<file path="config.mk">
export PLATFORM = sky130hd
export DESIGN_NAME = dacreg_ctrl
export DESIGN_NICKNAME = d
export VERILOG_FILES = /design/src/rtl/dacreg_pkg.sv /design/src/rtl/dacreg_decode.sv /design/src/rtl/dacreg_chan.sv /design/src/rtl/dacreg_cfg.sv /design/src/rtl/dacreg_ctrl.sv
export SDC_FILE = /design/constraint.sdc
export NUM_CORES = 1
export LEC_CHECK = 0
export ABC_CLOCK_PERIOD_IN_PS = 2300
export CAP_MARGIN = 40
export CELL_PAD_IN_SITES_DETAIL_PLACEMENT = 1
export CELL_PAD_IN_SITES_GLOBAL_PLACEMENT = 2
export CORE_UTILIZATION = 30
export CTS_CLUSTER_SIZE = 28
export DETAILED_ROUTE_END_ITERATION = 8
export DONT_BUFFER_PORTS = 1
export PLACE_DENSITY = 0.63
export SLEW_MARGIN = 20
export SYNTH_ARGS = -nofsm -noshare
export SYNTH_HDL_FRONTEND = slang
export SYNTH_SLANG_ARGS = --single-unit
</file>
<file path="constraint.sdc">
create_clock -name clk -period 2.3 [get_ports clk]
set_input_delay 0.115 -clock clk [delete_from_list [all_inputs] [get_ports clk]]
set_output_delay 0.115 -clock clk [all_outputs]
set_load 0.005 [all_outputs]
</file>
<file path="src/rtl/dacreg_pkg.sv">
package dacreg_pkg;
  localparam int CODE_W = 12;
  localparam int DATA_W = 16;
  localparam int CMD_W  = 4;
  localparam int SEL_W  = 4;
  localparam int FRM_W  = CMD_W + SEL_W + DATA_W;
  localparam int NCH    = 2;

  localparam logic [CMD_W-1:0] OP_NOP    = 4'b0000;
  localparam logic [CMD_W-1:0] OP_WR_IN  = 4'b0001;
  localparam logic [CMD_W-1:0] OP_UPD    = 4'b0010;
  localparam logic [CMD_W-1:0] OP_WR_UPD = 4'b0011;
  localparam logic [CMD_W-1:0] OP_PWR    = 4'b0100;
  localparam logic [CMD_W-1:0] OP_MASK   = 4'b0101;
  localparam logic [CMD_W-1:0] OP_SRST   = 4'b0110;
  localparam logic [CMD_W-1:0] OP_REF    = 4'b0111;

  typedef struct packed {
    logic wr_in;
    logic upd;
    logic wr_upd;
    logic pwr;
    logic mask;
    logic srst;
    logic refc;
  } op_dec_t;

  // channel-select / mask bit position for a channel
  function automatic int sel_pos(input int ch);
    return (ch == 0) ? 0 : 3;
  endfunction

  // low bit of the 2-bit power-down field for a channel
  function automatic int pd_lsb(input int ch);
    return (ch == 0) ? 0 : 6;
  endfunction

  function automatic logic [CODE_W-1:0] code_of(input logic [DATA_W-1:0] d);
    return d[DATA_W-1 -: CODE_W];
  endfunction

  function automatic logic [CODE_W-1:0] reset_code(input logic mid);
    return mid ? {1'b1, {(CODE_W-1){1'b0}}} : '0;
  endfunction
endpackage

</file>
<file path="src/rtl/dacreg_decode.sv">
module dacreg_decode
  import dacreg_pkg::*;
#(
  parameter int N_CH = NCH
) (
  input  logic              vld,
  input  logic [FRM_W-1:0]  frame,
  output op_dec_t           dec,
  output logic [N_CH-1:0]   sel,
  output logic [DATA_W-1:0] data
);
  localparam int OP_LSB  = DATA_W + SEL_W;
  localparam int SEL_LSB = DATA_W;

  logic [CMD_W-1:0] op;
  logic [SEL_W-1:0] addr;

  assign op   = frame[OP_LSB +: CMD_W];
  assign addr = frame[SEL_LSB +: SEL_W];
  assign data = frame[DATA_W-1:0];

  always_comb begin
    dec = '0;
    if (vld) begin
      case (op)
        OP_WR_IN:  dec.wr_in  = 1'b1;
        OP_UPD:    dec.upd    = 1'b1;
        OP_WR_UPD: dec.wr_upd = 1'b1;
        OP_PWR:    dec.pwr    = 1'b1;
        OP_MASK:   dec.mask   = 1'b1;
        OP_SRST:   dec.srst   = 1'b1;
        OP_REF:    dec.refc   = 1'b1;
        default:   dec        = '0;
      endcase
    end
  end

  for (genvar c = 0; c < N_CH; c++) begin : g_sel
    assign sel[c] = addr[sel_pos(c)];
  end
endmodule

</file>
<file path="src/rtl/dacreg_chan.sv">
module dacreg_chan #(
  parameter int W = 12
) (
  input  logic         clk,
  input  logic         rst_n,
  input  logic [W-1:0] rst_val,
  input  logic         srst,
  input  logic         wr_hold,
  input  logic         load_new,
  input  logic         load_copy,
  input  logic [W-1:0] new_code,
  output logic [W-1:0] hold_q,
  output logic [W-1:0] act_q
);
  always_ff @(posedge clk) begin
    if (!rst_n || srst) begin
      hold_q <= rst_val;
      act_q  <= rst_val;
    end else begin
      if (wr_hold) hold_q <= new_code;
      if (load_new)       act_q <= new_code;
      else if (load_copy) act_q <= hold_q;
    end
  end
endmodule

</file>
<file path="src/rtl/dacreg_cfg.sv">
module dacreg_cfg
  import dacreg_pkg::*;
#(
  parameter int N_CH = NCH
) (
  input  logic              clk,
  input  logic              rst_n,
  input  op_dec_t           dec,
  input  logic [DATA_W-1:0] data,
  input  logic              ld_n,
  output logic [N_CH-1:0]   mask_q,
  output logic [N_CH-1:0]   pd_q,
  output logic              ref_q,
  output logic              ld_fall
);
  logic ld_q;

  always_ff @(posedge clk) begin
    if (!rst_n) ld_q <= 1'b1;
    else        ld_q <= ld_n;
  end
  assign ld_fall = ld_q & ~ld_n;

  always_ff @(posedge clk) begin
    if (!rst_n || dec.srst)  ref_q <= 1'b1;
    else if (dec.refc)       ref_q <= ~data[0];
  end

  for (genvar c = 0; c < N_CH; c++) begin : g_ch
    always_ff @(posedge clk) begin
      if (!rst_n || dec.srst) begin
        mask_q[c] <= 1'b0;
        pd_q[c]   <= 1'b0;
      end else begin
        if (dec.mask) mask_q[c] <= data[sel_pos(c)];
        if (dec.pwr)  pd_q[c]   <= |data[pd_lsb(c) +: 2];
      end
    end
  end
endmodule

</file>
<file path="src/rtl/dacreg_ctrl.sv">
module dacreg_ctrl
  import dacreg_pkg::*;
(
  input  logic              clk,
  input  logic              rst_n,
  input  logic              rst_sel,
  input  logic              ld_n,
  input  logic              frm_vld,
  input  logic [FRM_W-1:0]  frm_data,
  output logic [CODE_W-1:0] dac_code_a,
  output logic [CODE_W-1:0] dac_code_b,
  output logic [NCH-1:0]    pwr_dn,
  output logic              ref_on
);
  op_dec_t           dec;
  logic [NCH-1:0]    sel;
  logic [DATA_W-1:0] data;
  logic [NCH-1:0]    ld_mask;
  logic              ld_fall;
  logic [CODE_W-1:0] new_code;
  logic [CODE_W-1:0] rst_val;
  logic [CODE_W-1:0] in_code [NCH];
  logic [CODE_W-1:0] act_code [NCH];
  logic [NCH-1:0]    wr_hold;
  logic [NCH-1:0]    load_new;
  logic [NCH-1:0]    load_copy;

  dacreg_decode #(.N_CH(NCH)) u_dec (
    .vld   (frm_vld),
    .frame (frm_data),
    .dec   (dec),
    .sel   (sel),
    .data  (data)
  );

  dacreg_cfg #(.N_CH(NCH)) u_cfg (
    .clk     (clk),
    .rst_n   (rst_n),
    .dec     (dec),
    .data    (data),
    .ld_n    (ld_n),
    .mask_q  (ld_mask),
    .pd_q    (pwr_dn),
    .ref_q   (ref_on),
    .ld_fall (ld_fall)
  );

  assign new_code = code_of(data);
  assign rst_val  = reset_code(rst_sel);

  for (genvar c = 0; c < NCH; c++) begin : g_ch
    assign wr_hold[c]   = sel[c] & (dec.wr_in | dec.wr_upd);
    assign load_new[c]  = sel[c] & (dec.wr_upd | (dec.wr_in & ~ld_n & ~ld_mask[c]));
    assign load_copy[c] = (sel[c] & dec.upd) | (ld_fall & ~ld_mask[c]);

    dacreg_chan #(.W(CODE_W)) u_chan (
      .clk       (clk),
      .rst_n     (rst_n),
      .rst_val   (rst_val),
      .srst      (dec.srst),
      .wr_hold   (wr_hold[c]),
      .load_new  (load_new[c]),
      .load_copy (load_copy[c]),
      .new_code  (new_code),
      .hold_q    (in_code[c]),
      .act_q     (act_code[c])
    );
  end

  assign dac_code_a = act_code[0];
  assign dac_code_b = act_code[1];
endmodule

</file>
==> results of run 1 <==
## power groups by stage
stage          registers (mW)  clock network, mW  logic [mW]
5_1_grt                  1.21              0.712       0.161
6_report                 1.20              0.658       0.143
3_5_place_dp             1.23                  0       0.139
4_1_cts                  1.20              0.681       0.148
2_1_floorplan            1.21                  0      0.0998
3_3_place_gp             1.22                  0       0.133
## repair_timing
item | CTS | global route
endpoints found under the setup margin | 0 | 0
hold endpoints to repair | 8 | 0
hold buffers | 7 | 0
## placed cells by master (no fill, tap or decap), types with 2 or more instances in the layout
cell type and instances:
dfxtp_1 6, clkbuf_8 6, and2_1 13, nor3_1 5, o211ai_4 2, o2bb2ai_1 2, edfxtp_1 48, a21oi_1 2
nand2_1 15, a2bb2oi_1 2, nand2b_1 2, mux2i_1 25, buf_4 7, dlygate4sd3_1 7, o2111ai_1 2, nor2_1 27
## per-stage QoR
stage | util, % | instances
after floorplan | - | 166
after global placement | 33.7 | 267
after detailed placement | 33.7 | 267
after CTS | 36.2 | 282
after global routing | 36.2 | 282
final | 36.2 | 282
## sequential cells by signal, summed over array words and instances, names as in the netlist
register	cells
g_ch.u_chan.act_q	24
g_ch.u_chan.hold_q	24
u_cfg.ld_q	1
u_cfg.mask_q	2
u_cfg.pd_q	2
u_cfg.ref_q	1
## critical path: stages, from the launching register on
cell and delay (ps):
dfxtp_1 420, nor2_1 100, o211ai_4 510, buf_4 230
mux2i_1 190, nor2_1 60
## area by class of cell
class,count,area share [%]
inverter,1,0.141
tap,99,4.67
timing repair buffer,15,5.37
clock buffer,7,3.25
clock inverter,1,1.13
multi-input combinational,105,26.6
sequential,54,58.8
## logic make-up (layout without fill, tap and decap cells)
group | after synthesis | in the layout
and+or+nand+nor | 68 | 68
AOI/OAI and AO/OA | 12 | 12
buffers and inverters | 7 | 24
muxes | 25 | 25
DFF | 54 | 54
## metal layers
metal / global-route usage [%] / vias up
met5: 0 / -
met4: 4.10 / 0
met3: 4.40 / 2
met2: 24.6 / 38
met1: 13.9 / 687
li1: - / 634
## synthesized netlist by cell type
master	number
buf_2	4
nor3_1	5
and2_1	13
dfxtp_1	6
nand2b_2	1
and3b_1	1
nand2_1	15
and4bb_4	1
a21oi_1	2
nor2_1	27
o2bb2ai_1	2
nand3b_1	1
nor4b_1	1
o211ai_4	2
edfxtp_1	48
o21ai_1	1
or3_2	1
nand2b_1	2
buf_6	2
mux2i_1	25
o2111ai_1	2
a2bb2oi_1	2
inv_1	1
o21a_1	1
## worst max path at each step
stage	slack [ps]	end	start
6_report	530	g_ch[0].u_chan.act_q[4]	u_cfg.mask_q[0]
5_1_grt	450	g_ch[0].u_chan.act_q[4]	u_cfg.mask_q[0]
4_1_cts	510	g_ch[0].u_chan.act_q[4]	u_cfg.mask_q[0]
3_5_place_dp	470	g_ch[0].u_chan.hold_q[7]	frm_data[23]
3_3_place_gp	520	g_ch[0].u_chan.hold_q[8]	frm_data[23]
2_1_floorplan	630	g_ch[1].u_chan.act_q[0]	u_cfg.mask_q[1]
==> results_dict.tcl, run 1 <==
set metrics [dict create \
    status "finished, final reports clean" \
    dr.pass1.iters 4 \
    finalSetupViolCount 0 \
    register_area_um2 1560 \
    rrSetupSlack_ps 530 \
    final-max-slew-violation-count 0 \
    place.gp.congestion 0.793 \
    cts_setup_buffers 0 \
    cts_sinks 54 \
    crit_type "register to register" \
    grtUsageTotal_pct 13.2 \
    tritoncts "yes" \
    hold_end "g_ch[0].u_chan.hold_q[11]" \
    place_hpwl_mm 3.55 \
    drc_errors 0 \
    antenna_found_initial 0 \
    via_count 1361 \
    design_area_um2 2650 \
    hold_depth 2 \
    antennaDiodeCount 0 \
    dieArea_um2 8050 \
    path_max_fanout 12 \
    viasPerCell 4.83 \
    leakage_nw 1.10 \
    intPower_mw 1.58 \
    reg2reg_to "g_ch[0].u_chan.act_q[4]" \
    nFillCells 769 \
    core_area_um2 7330 \
    yosysTopAreaCell "edfxtp_1" \
    synthSimpleGateAreaFrac_pct 14.5 \
    worst_pin_slew_ps 616 \
    grt_pass1_wl_mm 7.94 \
    swShare_pct 20.9 \
    top_layer "met4" \
    multi_input_area_um2 706 \
    grt_pass1_vias 1531 \
    worstSkewPairLatency_ps 300 \
    synth_top_family_by_area "simple AND/OR/NAND/NOR gates" \
    power_mw 2.00 \
    die_h_um 89.7 \
    clockPowerShare_pct 32.9 \
    synth.area.top_cells "edfxtp_1 62%, mux2i_1 11%, dfxtp_1 5.2%, nor2_1 4.4%, and2_1 3.5%" \
    synth_cell_types 24 \
    ioPinCount 56 \
    p_comb_share_pct 7.1 \
    synth_xor_area_share_pct 0 \
    dr_wl_met3_um 261 \
    power_density_nw_per_um2 754 \
    cts_buffers 5 \
    numPortBuffers 0 \
    wl_per_cell_um 17.8 \
    period_minus_slack_ps 1770 \
    ff2ff_path_depth 5 \
    max_slew_margin_pct 58.3 \
    grt.overflow.total 0 \
    clockBufferDepth 2 \
    clk_pin_slew_ps 100 \
    seqPwrFrac_pct 60.0 \
    ir_worst_vdd_v 0.000221 \
    synth_area_um2 2310 \
    met2_length_mm 2.67 \
    setup_tns_ps 0 \
    hp-start "rst_sel" \
    maxCapViolations 0 \
    row_count 31 \
    synth_fp_nets 195 \
    drt_wl_total_mm 5.02 \
    fin_skew_ps 10.2 \
    wl_met1_mm 2.06 \
    synth_top_area_share_pct 62.4 \
    fmax_mhz 565 \
    final_nets 211 \
    synth_seq_cells 54 \
    final_antenna_net_count 0 \
    min_path_type "primary input to register" \
    avgSynthCellArea_um2 13.9 \
    rsz0062_at_grt "false" \
    area_growth_pct 14.9 \
    synthMuxAreaShare_pct 10.8 \
    cp.arrival_ps 1810 \
    synth-compound-area-share_pct 5.09 \
    drive_gt1_share_pct 11.5 \
    critPathCaptureType "register" \
    hold_viol 0 \
    ctsHtreeMaxLevel 2 \
    switchingPower_uw 419 \
    grt_max_degree 20 \
    ctsResizeCount 0 \
    r2r-start "u_cfg.mask_q[0]" \
    min_period_over_period_pct 77.0 \
    synth_cells 166 \
    place_area_um2 2470 \
    initial_core_util_pct 31.5 \
    yosysWarnings 0 \
    hold_ws_ps 19.7 \
    setup_ws_ps 529 \
    cts_root_buf "clkbuf_8" \
    drt_iter0_markers 30 \
    synthAdderAreaFrac_pct 0 \
    seq_area_frac_synth_pct 67.6 \
    place_ws_ps 469 \
    die_w_um 89.7 \
    cp.required_ps 2340 \
    startpoint_type "register" \
]
No activity file was read; power rests on OpenSTA's default activity.
==> inputs of run 2 (changes only) <==
- ABC_CLOCK_PERIOD_IN_PS: 2300 -> 1750
- clock period: 2.3 -> 1.75 ns (I/O delays scaled with it)
==> run 2 against run 1 <==
Compared with the run above: the run now ends with hold timing left; combinational power up 50%; sequential share of layout area down 2.2 points; global-route usage up 0.27 points; worst setup slack worse by 340 ps; sequential cell count unchanged; clock power up 25%; worst hold slack worse by 23 ps.
==> results_dict.tcl, run 2 (same netlist as run 1, synthesis figures left out) <==
set metrics [dict create \
    status "finished, violations left" \
    failed_checks "hold timing" \
    rsz0062_at_grt "false" \
    numPortBuffers 0 \
    period_minus_slack_ps 1560 \
    grt_pass1_vias 1518 \
    grtUsageTotal_pct 13.4 \
    design_area_um2 2760 \
    critPathTopFamily "buffers and inverters" \
    drt_iter0_markers 32 \
    place_ws_ps 140 \
    power_density_nw_per_um2 948 \
    leakage_nw 1.14 \
    dieArea_um2 8050 \
    ir_worst_vdd_v 0.000328 \
    worstPathCellList "nand3b_1 > o21a_1 > buf_4 > nand2_1 > nand2_1 > dlygate4sd3_1" \
    die_w_um 89.7 \
    initial_core_util_pct 31.5 \
    critPathCaptureType "register" \
    viasPerCell 4.81 \
    final_nets 223 \
    ioPinCount 56 \
    grt_pass1_wl_mm 8.15 \
    grt_max_degree 16 \
    cts_root_buf "clkbuf_8" \
    reg_top3 "g_ch.u_chan.act_q x24, g_ch.u_chan.hold_q x24" \
    ctsHtreeMaxLevel 2 \
    min_path_type "primary input to register" \
    final_cells 294 \
    wl_per_cell_um 17.7 \
    setup_tns_ps 0 \
    maxCapViolations 0 \
    fin_skew_ps 6.92 \
    cp.arrival_ps 1620 \
    fmax_mhz 640 \
    die_h_um 89.7 \
    clockBufferDepth 2 \
    worst_pin_slew_ps 534 \
    hold_viol 1 \
    final_common_cell "edfxtp_1" \
    path_max_fanout 12 \
    cts_sinks 54 \
    cts_buffers 5 \
    ctsResizeCount 0 \
    min_period_over_period_pct 89.3 \
    antennaDiodeCount 0 \
    finalSetupViolCount 0 \
    hold_ws_ps -3.50 \
    mostFrequentLayoutCells "48 x edfxtp_1, 27 x nor2_1, 25 x mux2i_1" \
    clk_pin_slew_ps 100 \
    place_inst 269 \
    place_area_um2 2480 \
    core_area_um2 7330 \
    cts_setup_buffers 0 \
    row_count 31 \
    drt_wl_total_mm 5.20 \
    area_growth_pct 19.4 \
    antenna_found_initial 0 \
    place.gp.congestion 0.796 \
    critPathSlowestCell "dlygate4sd3_1" \
    setup_ws_ps 187 \
    cp.required_ps 1800 \
    path_common_cell "nand2_1" \
    max_slew_margin_pct 63.9 \
    tritoncts "yes" \
    startpoint_type "primary input" \
    critPathBufInv 2 \
    drc_errors 0 \
    via_count 1415 \
    worstSkewPairLatency_ps 310 \
    place_hpwl_mm 3.57 \
    crit_type "primary input to register" \
    final_antenna_net_count 0 \
    final-max-slew-violation-count 0 \
    drive_gt1_share_pct 11.3 \
    slowest_delay_ps 570 \
    grt.overflow.total 0 \
    dr.pass1.iters 4 \
]
## run 2: final cells by class
type                            instances  area, µm²
Clock buffer                            7       76.3
Clock inverter                          1       30.0
Fill cell                             783       4570
Inverter                                1       3.75
Multi-Input combinational cell        105        706
Sequential cell                        54       1560
Tap cell                               99        124
Timing Repair Buffer                   27        258
## run 2: final timing paths
check / startpoint / to / slack, ps / depth (start not counted)
setup / recovery: frm_data[23] / g_ch[0].u_chan.hold_q[11] / 190 / 6
hold reg to reg: u_cfg.pd_q[0] / u_cfg.pd_q[0] / 540 / 2
hold / removal: frm_data[6] / u_cfg.pd_q[1] / -4 / 2
setup reg to reg: u_cfg.mask_q[1] / g_ch[1].u_chan.act_q[2] / 300 / 5
## run 2: layer usage
metal	routed length (µm)	share of wire, %	up-vias	global-route usage (%)
li1	-	-	662	-
met1	2170	42	698	15.3
met2	2670	51	47	23.1
met3	284	5.5	8	4.74
met4	72	1.4	0	5.05
met5	0	0	-	0
## run 2: per-stage QoR
stage / hold slack (ps) / total power [mW] / util (%)
2_1_floorplan: 149 / 1.73 / -
6_report: -3.50 / 2.62 / 37.6
3_3_place_gp: 153 / 1.78 / 33.9
5_1_grt: 1.39 / 2.72 / 37.6
3_5_place_dp: 163 / 1.80 / 33.9
4_1_cts: 0.167 / 2.64 / 37.5
## run 2: report_power, final
group          switching (mW)  total, mW  internal [mW]
Sequential             0.0433       1.58           1.53
Combinational           0.118      0.214         0.0956
Clock                   0.396      0.824          0.429
Total                   0.557       2.62           2.06
## run 2: what timing repair did
item,4_1_cts,5_1_grt
endpoints found under the hold margin,19,2
setup endpoints to repair,0,0
hold buffers,16,1
